File: config.mk
export PLATFORM = sky130hd
export DESIGN_NAME = pair_prio_irq_ctrl
export DESIGN_NICKNAME = d
export VERILOG_FILES = /design/src/rtl/pic_pkg.sv /design/src/rtl/pic_pin_cond.sv /design/src/rtl/pic_prio_sel.sv /design/src/rtl/pair_prio_irq_ctrl.sv
export SDC_FILE = /design/constraint.sdc
export NUM_CORES = 1
export LEC_CHECK = 0
export BUFFER_PORTS_ARGS = -buffer_cell sky130_fd_sc_hd__buf_2
export CORE_MARGIN = 1
export CORE_UTILIZATION = 35
export CTS_CLUSTER_DIAMETER = 120
export CTS_CLUSTER_SIZE = 16
export DETAILED_ROUTE_END_ITERATION = 12
export PLACE_DENSITY = 0.58
export SETUP_SLACK_MARGIN = 0.5
export SLEW_MARGIN = 10
export SYNTH_ARGS = -nofsm -noshare
export SYNTH_HDL_FRONTEND = slang
export SYNTH_SLANG_ARGS = --single-unit
File: constraint.sdc
create_clock -name clk -period 29.7 [get_ports clk]
set_input_delay 0 -clock clk [delete_from_list [all_inputs] [get_ports clk]]
set_output_delay 0 -clock clk [all_outputs]
set_load 0.01 [all_outputs]
File: src/rtl/pic_pkg.sv
package pic_pkg;
    parameter int NUM_SRC     = 12;
    parameter int NUM_PAIR    = NUM_SRC / 2;
    parameter int NUM_EXT     = 2;
    parameter int NUM_LVL     = 4;
    parameter int LVL_W       = $clog2(NUM_LVL);
    parameter int IDX_W       = $clog2(NUM_SRC);
    parameter int SYNC_STAGES = 2;

    typedef logic [LVL_W-1:0] lvl_t;
    typedef logic [IDX_W-1:0] idx_t;

    typedef struct packed {
        logic [NUM_SRC-1:0] flag;
        logic [NUM_LVL-1:0] isv;
        logic               irq;
        idx_t               idx;
    } pic_state_t;
endpackage

File: src/rtl/pic_pin_cond.sv
module pic_pin_cond
    import pic_pkg::*;
(
    input  logic clk,
    input  logic rst_n,
    input  logic pin,
    output logic fall,
    output logic low
);
    localparam int DEPTH = SYNC_STAGES + 1;

    logic [DEPTH-1:0] sh_d, sh_q;

    always_comb begin
        sh_d = {sh_q[DEPTH-2:0], pin};
    end

    always_ff @(posedge clk or negedge rst_n) begin
        if (!rst_n) sh_q <= '1;
        else        sh_q <= sh_d;
    end

    assign low  = !sh_q[SYNC_STAGES-1];
    assign fall = !sh_q[SYNC_STAGES-1] && sh_q[SYNC_STAGES];
endmodule

File: src/rtl/pic_prio_sel.sv
module pic_prio_sel
    import pic_pkg::*;
(
    input  logic [NUM_SRC-1:0]  cand,
    input  logic [NUM_PAIR-1:0] lvl_hi,
    input  logic [NUM_PAIR-1:0] lvl_lo,
    input  logic [NUM_LVL-1:0]  isv,
    output logic                found,
    output idx_t                win_idx,
    output lvl_t                win_lvl
);
    logic top_any;
    lvl_t top_lvl;
    lvl_t src_lvl;

    always_comb begin
        top_any = |isv;
        top_lvl = '0;
        for (int l = 0; l < NUM_LVL; l++) begin
            if (isv[l]) top_lvl = lvl_t'(l);
        end
        found   = 1'b0;
        win_idx = '0;
        win_lvl = '0;
        src_lvl = '0;
        // downward scan with >= lets the lower index win ties
        for (int i = NUM_SRC - 1; i >= 0; i--) begin
            src_lvl = {lvl_hi[i/2], lvl_lo[i/2]};
            if (cand[i] && (!top_any || src_lvl > top_lvl) &&
                (!found || src_lvl >= win_lvl)) begin
                found   = 1'b1;
                win_idx = idx_t'(i);
                win_lvl = src_lvl;
            end
        end
    end
endmodule

File: src/rtl/pair_prio_irq_ctrl.sv
module pair_prio_irq_ctrl
    import pic_pkg::*;
(
    input  logic                       clk,
    input  logic                       rst_n,
    input  logic [NUM_SRC-NUM_EXT-1:0] int_set,
    input  logic [NUM_EXT-1:0]         ext_pin,
    input  logic [NUM_EXT-1:0]         ext_level,
    input  logic                       sw_wr,
    input  logic [IDX_W-1:0]           sw_idx,
    input  logic                       sw_val,
    input  logic [NUM_SRC-1:0]         src_en,
    input  logic                       glob_en,
    input  logic [NUM_PAIR-1:0]        lvl_hi,
    input  logic [NUM_PAIR-1:0]        lvl_lo,
    input  logic                       ack,
    input  logic                       reti,
    output logic                       irq,
    output logic [IDX_W-1:0]           irq_idx,
    output logic [NUM_SRC-1:0]         pend,
    output logic [NUM_LVL-1:0]         in_service
);
    pic_state_t st_d, st_q;

    logic [NUM_EXT-1:0] ext_fall, ext_low;
    logic [NUM_SRC-1:0] hw_set, lvl_src, lvl_val, cand;
    logic               found, ack_take, reti_done, clr, v;
    idx_t               win_idx;
    lvl_t               win_lvl, ack_lvl;

    for (genvar e = 0; e < NUM_EXT; e++) begin : g_pin
        pic_pin_cond u_pin (
            .clk  (clk),
            .rst_n(rst_n),
            .pin  (ext_pin[e]),
            .fall (ext_fall[e]),
            .low  (ext_low[e])
        );
    end

    assign hw_set  = {int_set, ext_fall};
    assign lvl_src = {{(NUM_SRC-NUM_EXT){1'b0}}, ext_level};
    assign lvl_val = {{(NUM_SRC-NUM_EXT){1'b0}}, ext_low};
    assign cand    = st_q.flag & src_en & {NUM_SRC{glob_en}};

    pic_prio_sel u_sel (
        .cand   (cand),
        .lvl_hi (lvl_hi),
        .lvl_lo (lvl_lo),
        .isv    (st_q.isv),
        .found  (found),
        .win_idx(win_idx),
        .win_lvl(win_lvl)
    );

    assign ack_take = ack && st_q.irq;
    assign ack_lvl  = {lvl_hi[st_q.idx[IDX_W-1:1]], lvl_lo[st_q.idx[IDX_W-1:1]]};

    always_comb begin
        st_d      = st_q;
        reti_done = 1'b0;
        clr       = 1'b0;
        v         = 1'b0;
        // request flags
        for (int i = 0; i < NUM_SRC; i++) begin
            if (lvl_src[i]) begin
                st_d.flag[i] = lvl_val[i];
            end else begin
                clr = ack_take && (st_q.idx == idx_t'(i));
                v   = (st_q.flag[i] && !clr) || hw_set[i];
                if (sw_wr && sw_idx == idx_t'(i)) v = sw_val;
                st_d.flag[i] = v;
            end
        end
        // in-service bitmap: close the top level, then open the acked one
        if (reti) begin
            for (int l = NUM_LVL - 1; l >= 0; l--) begin
                if (!reti_done && st_q.isv[l]) begin
                    st_d.isv[l] = 1'b0;
                    reti_done   = 1'b1;
                end
            end
        end
        if (ack_take) st_d.isv[ack_lvl] = 1'b1;
        // request towards the processor
        if (ack_take) begin
            st_d.irq = 1'b0;
        end else if (!st_q.irq && found) begin
            st_d.irq = 1'b1;
            st_d.idx = win_idx;
        end
    end

    always_ff @(posedge clk or negedge rst_n) begin
        if (!rst_n) st_q <= '0;
        else        st_q <= st_d;
    end

    assign irq        = st_q.irq;
    assign irq_idx    = st_q.idx;
    assign pend       = st_q.flag;
    assign in_service = st_q.isv;

    // request and index hold until taken
    a_r9_hold: assert property (@(posedge clk) disable iff (!rst_n)
        (irq && !ack) |=> (irq && $stable(irq_idx)));

    // acknowledge opens the level of the taken source
    a_r10_ack_sets: assert property (@(posedge clk) disable iff (!rst_n)
        (irq && ack) |=> (!irq && in_service[$past(ack_lvl)]));

    // nothing preempts the top level
    a_r8_top_locked: assert property (@(posedge clk) disable iff (!rst_n)
        (in_service[NUM_LVL-1] && !irq) |=> !irq);

    // global disable keeps the line low
    a_r6_global_off: assert property (@(posedge clk) disable iff (!rst_n)
        (!glob_en && !irq) |=> !irq);

    // return closes exactly one level
    a_r11_reti_one: assert property (@(posedge clk) disable iff (!rst_n)
        (reti && (in_service != '0) && !(ack && irq)) |=>
        ($countones(in_service) == $countones($past(in_service)) - 1));

    // index always names a real source
    a_r7_idx_range: assert property (@(posedge clk) disable iff (!rst_n)
        irq |-> (irq_idx < IDX_W'(NUM_SRC)));
endmodule

* Word level (Yosys, flattened, before mapping)
Index checks and enable logic that the tools add are counted.
Widths: inputs -> output; s select.
** Storage, ports and cells
- Bits of input ports :: 49
- Flip-flop bits (word level) :: 27
- Word-level logic and storage cells :: 254
** Operators by class
- Equality and inequality tests :: 22
- Reductions and logical operators :: 131
- Bitwise operators :: 4
- Mux-type cells :: 71
- Magnitude comparators :: 20
** Operators by type and width (count)
- $logic_and 1x1->1 :: 67
- $mux 4 :: 14
- $mux 1 :: 40
- $eq 4x3->1 const B :: 8
- $eq 4x4->1 const B :: 8
- $logic_not 1->1 :: 30
- $logic_or 1x1->1 :: 29
- $mux 2 :: 13
- $and 12x12->12 :: 2
- $ge 2x2->1 :: 11
- $eq 4x2->1 const B :: 4
- $gt 2x2->1 :: 6
- $eq 4x1->1 const B :: 2
- $logic_not 4->1 :: 2
- $bmux 1 s3 :: 2
- $mux 5 :: 1
- $lt 3x4->1 const B :: 1
- $or 4x4->4 :: 1
- $reduce_or 4->1 :: 1
- $lt 2x3->1 const B :: 1
- $demux 1 s2 :: 1
- $ge 2x1->1 const B :: 1
- $reduce_and 2->1 :: 1
- $reduce_bool 2->1 :: 1
- $not 1->1 :: 1

* Depth between registers and ports, before layout
- Depth after elaboration :: 54
- Depth in mapped cells :: 73
- Depth with buffers taken out :: 73

* By module
From an unflattened synthesis, not the netlist that was laid out.
** Second synthesis, totals
- Cell total of the unflattened synthesis :: 360
- Area, all modules :: 2886.5 um2
** Modules (own cells, without submodules)
- pic_prio_sel :: cells an instance 202, area an instance 1410.1 um2, instances 1
- pair_prio_irq_ctrl :: cells an instance 148, area an instance 1298.7 um2, instances 1
- pic_pin_cond :: cells an instance 5, area an instance 88.8 um2, instances 2

* Least setup slack after synthesis
No wires, ideal clock.
- Path kind :: register to register
- Start :: register st_q, in the netlist in_service[3]
- End :: register st_q, in the netlist irq_idx[3]
- Data arrival time :: 13.776 ns
- Path slack :: 15.856 ns
- Path buffers :: 0
- Setup time :: 0.068 ns
- Cell stages (with the launch flop) :: 69
- Cells stage by stage :: dfrtp_1 > nor2_1 > ha_1 > nor2b_1 > o211ai_1 > and2_2 > nor3_1 > ha_1 > nand2b_1 > a211o_1 > a21oi_1 > or2_1 > mux2_4 > ha_1 > nand2b_1 > a221o_1 > and2_2 > mux2_2 > [33 not listed] > a21o_1 > o311ai_1 > a21oi_1 > or2_1 > o31ai_4 > ha_1 > nand2b_1 > a21oi_1 > a21o_1 > mux2_4 > ha_1 > nand2b_1 > a21oi_1 > nor2_1 > or3_1 > nand2b_1 > nor2_1 > a32o_1
** On the way
- Longest elaborated chain between the ends :: 51
** Ends and longest elaborated chain
- start, declared :: RTL line pair_prio_irq_ctrl.sv:23 : pic_state_t st_d, st_q;
- start signal, assigned :: RTL line pair_prio_irq_ctrl.sv:96 : else st_q <= st_d;
- $mux 2 / $reduce_or 4->1 (equally long branches) :: RTL line pic_prio_sel.sv:20, pic_prio_sel.sv:17
- $gt 2x2->1 / $logic_not 1->1 (equally long branches) :: RTL line pic_prio_sel.sv:29 : if (cand[i] && (!top_any || src_lvl > top_lvl) &&
- $logic_or 1x1->1 :: RTL line pic_prio_sel.sv:29
- $logic_and 1x1->1 :: RTL line pic_prio_sel.sv:29
- $mux 2 / $mux 1 (equally long branches) :: RTL line pic_prio_sel.sv:29
- $ge 2x2->1 / $logic_not 1->1 (equally long branches) :: RTL line pic_prio_sel.sv:30 : (!found || src_lvl >= win_lvl)) begin
- $logic_or 1x1->1 :: RTL line pic_prio_sel.sv:30
- $logic_and 1x1->1 :: RTL line pic_prio_sel.sv:29
- [35 not listed]
- $logic_and 1x1->1 :: RTL line pic_prio_sel.sv:29
- $mux 2 / $mux 1 (equally long branches) :: RTL line pic_prio_sel.sv:29
- $ge 2x2->1 / $logic_not 1->1 (equally long branches) :: RTL line pic_prio_sel.sv:30
- $logic_or 1x1->1 :: RTL line pic_prio_sel.sv:30
- $logic_and 1x1->1 :: RTL line pic_prio_sel.sv:29
- $mux 1 :: RTL line pic_prio_sel.sv:29
- $logic_and 1x1->1 :: RTL line pair_prio_irq_ctrl.sv:88 : end else if (!st_q.irq && found) begin
- $reduce_and 2->1 (no line)
Parallel ways exist; a longest one is shown, timed or not.
A chain may end at the register's enable or synchronous reset.

* Worst setup path after layout
Same ends and word-level chain as after synthesis.

==> impl_metrics.env <==
export IMPL_core_area_mm2=0.00773
export IMPL_utilization=0.442
export IMPL_grt_pass1_vias=2689
export IMPL_start_util=0.362
export IMPL_maxCapViolations=0
export IMPL_post_route_min_period_ns=15.10
export IMPL_antenna_found_initial=0
export IMPL_synth_edf_count=0
export IMPL_critPathKind="flop to flop"
export IMPL_rsz0062_at_grt="false"
export IMPL_hold_slack_ns=0.00927
export IMPL_worst_pin_slew_ns=0.766
export IMPL_cts_buffer_depth=2
export IMPL_max_stage_delay_ns=0.48
export IMPL_grt_total_usage=0.198
export IMPL_post_cts_buffers=0
export IMPL_leakagePower_nw=1.50
export IMPL_via_count=2783
export IMPL_synth_flop_cell="dfrtp_1"
export IMPL_htreeDepth=1
export IMPL_grt_max_degree=28
export IMPL_ctsRootBufferMaster="clkbuf_8"
export IMPL_cts_tree="yes"
export IMPL_area_growth_pct=22.2
export IMPL_drcViolationCount=0
export IMPL_dp_hpwl_um=6510
export IMPL_routed_via_density=5.30
export IMPL_async_reset_ff_frac=1.00
export IMPL_num_antenna_cells=0
export IMPL_netlist_area_mm2=0.00280
export IMPL_yosysUniqueCellTypes=69
export IMPL_cpMostUsedCell="ha_1"
export IMPL_drive_gt1_frac=0.262
export IMPL_synthCells=341
export IMPL_portBuffers=69
export IMPL_cts_buffers=3
export IMPL_postSynthAreaPerCell_um2=8.20
export IMPL_ys_warn_count=0
export IMPL_setup_viol=0
export IMPL_cts_sink_count=27
export IMPL_fin_nets=497
export IMPL_multi_input_area_mm2=0.00204
export IMPL_rows=32
export IMPL_setup_worst_path_start_class="flop"
export IMPL_wl_per_cell_um=15.0
export IMPL_wirelength_um=7870
export IMPL_die_area_mm2=0.00835
export IMPL_required_ns=29.92
export IMPL_grt_pass1_wl_um=13300
export IMPL_die_h_um=91.4
export IMPL_fin_cells=525
export IMPL_finalCritPeriodShare=0.508
export IMPL_final_antenna_net_count=0
export IMPL_io_pins=70
export IMPL_critPathCaptureType="flop"
export IMPL_max_slew_margin_rel=0.485
export IMPL_dp_cells=508
export IMPL_fillers=779
export IMPL_slew_viol_final=0
export IMPL_regArea_um2=683
export IMPL_power_density_mw_per_mm2=88.8
export IMPL_tns_ns=0
export IMPL_gp_congestion=0.905
export IMPL_clk_pin_slew_ns=0.09
export IMPL_grt_overflow_total=0
export IMPL_worstHoldPathType="primary input to flop"
export IMPL_drtPass1Iterations=4
export IMPL_arrival_ns=15.32
export IMPL_outcome="finished, final reports clean"
export IMPL_die_w_um=91.4
export IMPL_hold_viol=0
export IMPL_seq_area_frac_synth=0.244
export IMPL_clock_fmax_mhz=66.2
export IMPL_cp_slowest_cell="nor2_1"
export IMPL_drt_iter0_drc=110
export IMPL_crit_fanout=8
export IMPL_synth_nets=414
export IMPL_clock_latency_ns=0.28
export IMPL_peakVddDrop_mv=0.0402
export IMPL_synth_seq_cells=27
export IMPL_skew_ns=0.00231
metal layers:
layer	wire (um)	global-route usage	vias to the layer above
met5	0	0	-
met4	104	0.0489	0
met3	422	0.0201	10
met2	3670	0.331	75
met1	3680	0.273	1274
li1	-	-	1424
cells in the mapped netlist (4+ instances only):
| cell | count | area, um2 |
|---|---|---|
| o21ai_0 | 28 | 140 |
| mux2i_1 | 6 | 60.1 |
| a21oi_1 | 30 | 150 |
| nand3_1 | 12 | 60.1 |
| dfstp_2 | 6 | 158 |
| dfrtp_1 | 21 | 526 |
| ha_1 | 24 | 300 |
| nand2b_1 | 15 | 93.8 |
| nor3_1 | 4 | 20.0 |
| inv_1 | 11 | 41.3 |
| nor2_1 | 30 | 113 |
| a21o_1 | 5 | 37.5 |
| nand2_1 | 46 | 173 |
| nor2b_1 | 13 | 81.3 |
| o211ai_1 | 5 | 37.5 |
final cells by class:
cell class                 count  share of cell area
multi-input combinational    299               0.597
sequential                    27               0.200
timing repair buffer          82               0.139
tap                          102              0.0373
clock buffer                   3              0.0121
inverter                      11              0.0121
clock inverter                 1             0.00220
state kept, by name, indices dropped and copies added, names as in the netlist:
name	flops
pend	12
in_service	4
irq_idx	4
g_pin.u_pin.sh_q	6
irq	1
where the power goes:
group          total [mW]  switching [mW]  internal [mW]  leakage [nW]
clock network      0.0214          0.0119        0.00954        0.0217
registers          0.0581          0.0133         0.0448         0.291
logic               0.224           0.125         0.0988          1.19
layout by cell type, fill, tap and decap left out, drive strengths merged, types with 11 or more instances in the layout:
cell	instances
nor2b	13
ha	24
nand2	47
dfrtp	21
buf	69
nand2b	16
a21oi	31
inv	11
dlygate4sd3	13
nand3	13
nor2	30
o21ai	30
stage by stage:
stage	total power, mW	area [um2]	worst slack (ns)
after global placement	0.278	3240	14.77
final	0.304	3420	14.60
after global routing	0.338	3420	13.48
after floorplan	0.227	2800	15.86
after detailed placement	0.281	3240	14.65
after CTS	0.305	3420	14.56
timing repair:
action                    in CTS  in global routing
hold buffers                  13                  0
hold endpoints to repair      33                  0
resized for setup              0                  0
logic make-up (layout without fill, tap and decap cells):
family,Yosys count,after routing,synth area share
AND/OR/NAND/NOR,152,152,0.285
AO/OA/AOI/OAI,112,112,0.292
flip-flops,27,27,0.244
adder cells (fa/ha/maj),25,25,0.111
buffers and inverters,15,97,0.0260
multiplexers,10,10,0.0416
worst max-delay path: cells and delay by family, from the launching register on:
| family | cells | cell delay [ns] |
|---|---|---|
| AOI/OAI and AO/OA | 23 | 4.69 |
| adders and majority gates | 12 | 3.37 |
| DFF | 1 | 0.46 |
| muxes | 3 | 0.96 |
| and+or+nand+nor | 30 | 5.54 |
path summary, 6_finish.rpt:
path | slack [ns] | from | endpoint | cells past startpoint
worst max-delay path | 14.60 | in_service[3]$_DFF_PN0_ | irq_idx[3]$_DFFE_PN0P_ | 68
worst min-delay path | 0.009 | int_set[8] | pend[10]$_DFF_PN0_ | 3
worst max register to register | 14.60 | in_service[3]$_DFF_PN0_ | irq_idx[3]$_DFFE_PN0P_ | 68
worst min register to register | 0.36 | g_pin[1].u_pin.sh_q[0]$_DFF_PN1_ | g_pin[1].u_pin.sh_q[1]$_DFF_PN1_ | 0
max in group asynchronous | 29.05 | rst_n | in_service[3]$_DFF_PN0_ | 2
min in group asynchronous | 0.26 | rst_n | pend[0]$_DFF_PN0_ | 2
Power figures use the tool's default switching activity.
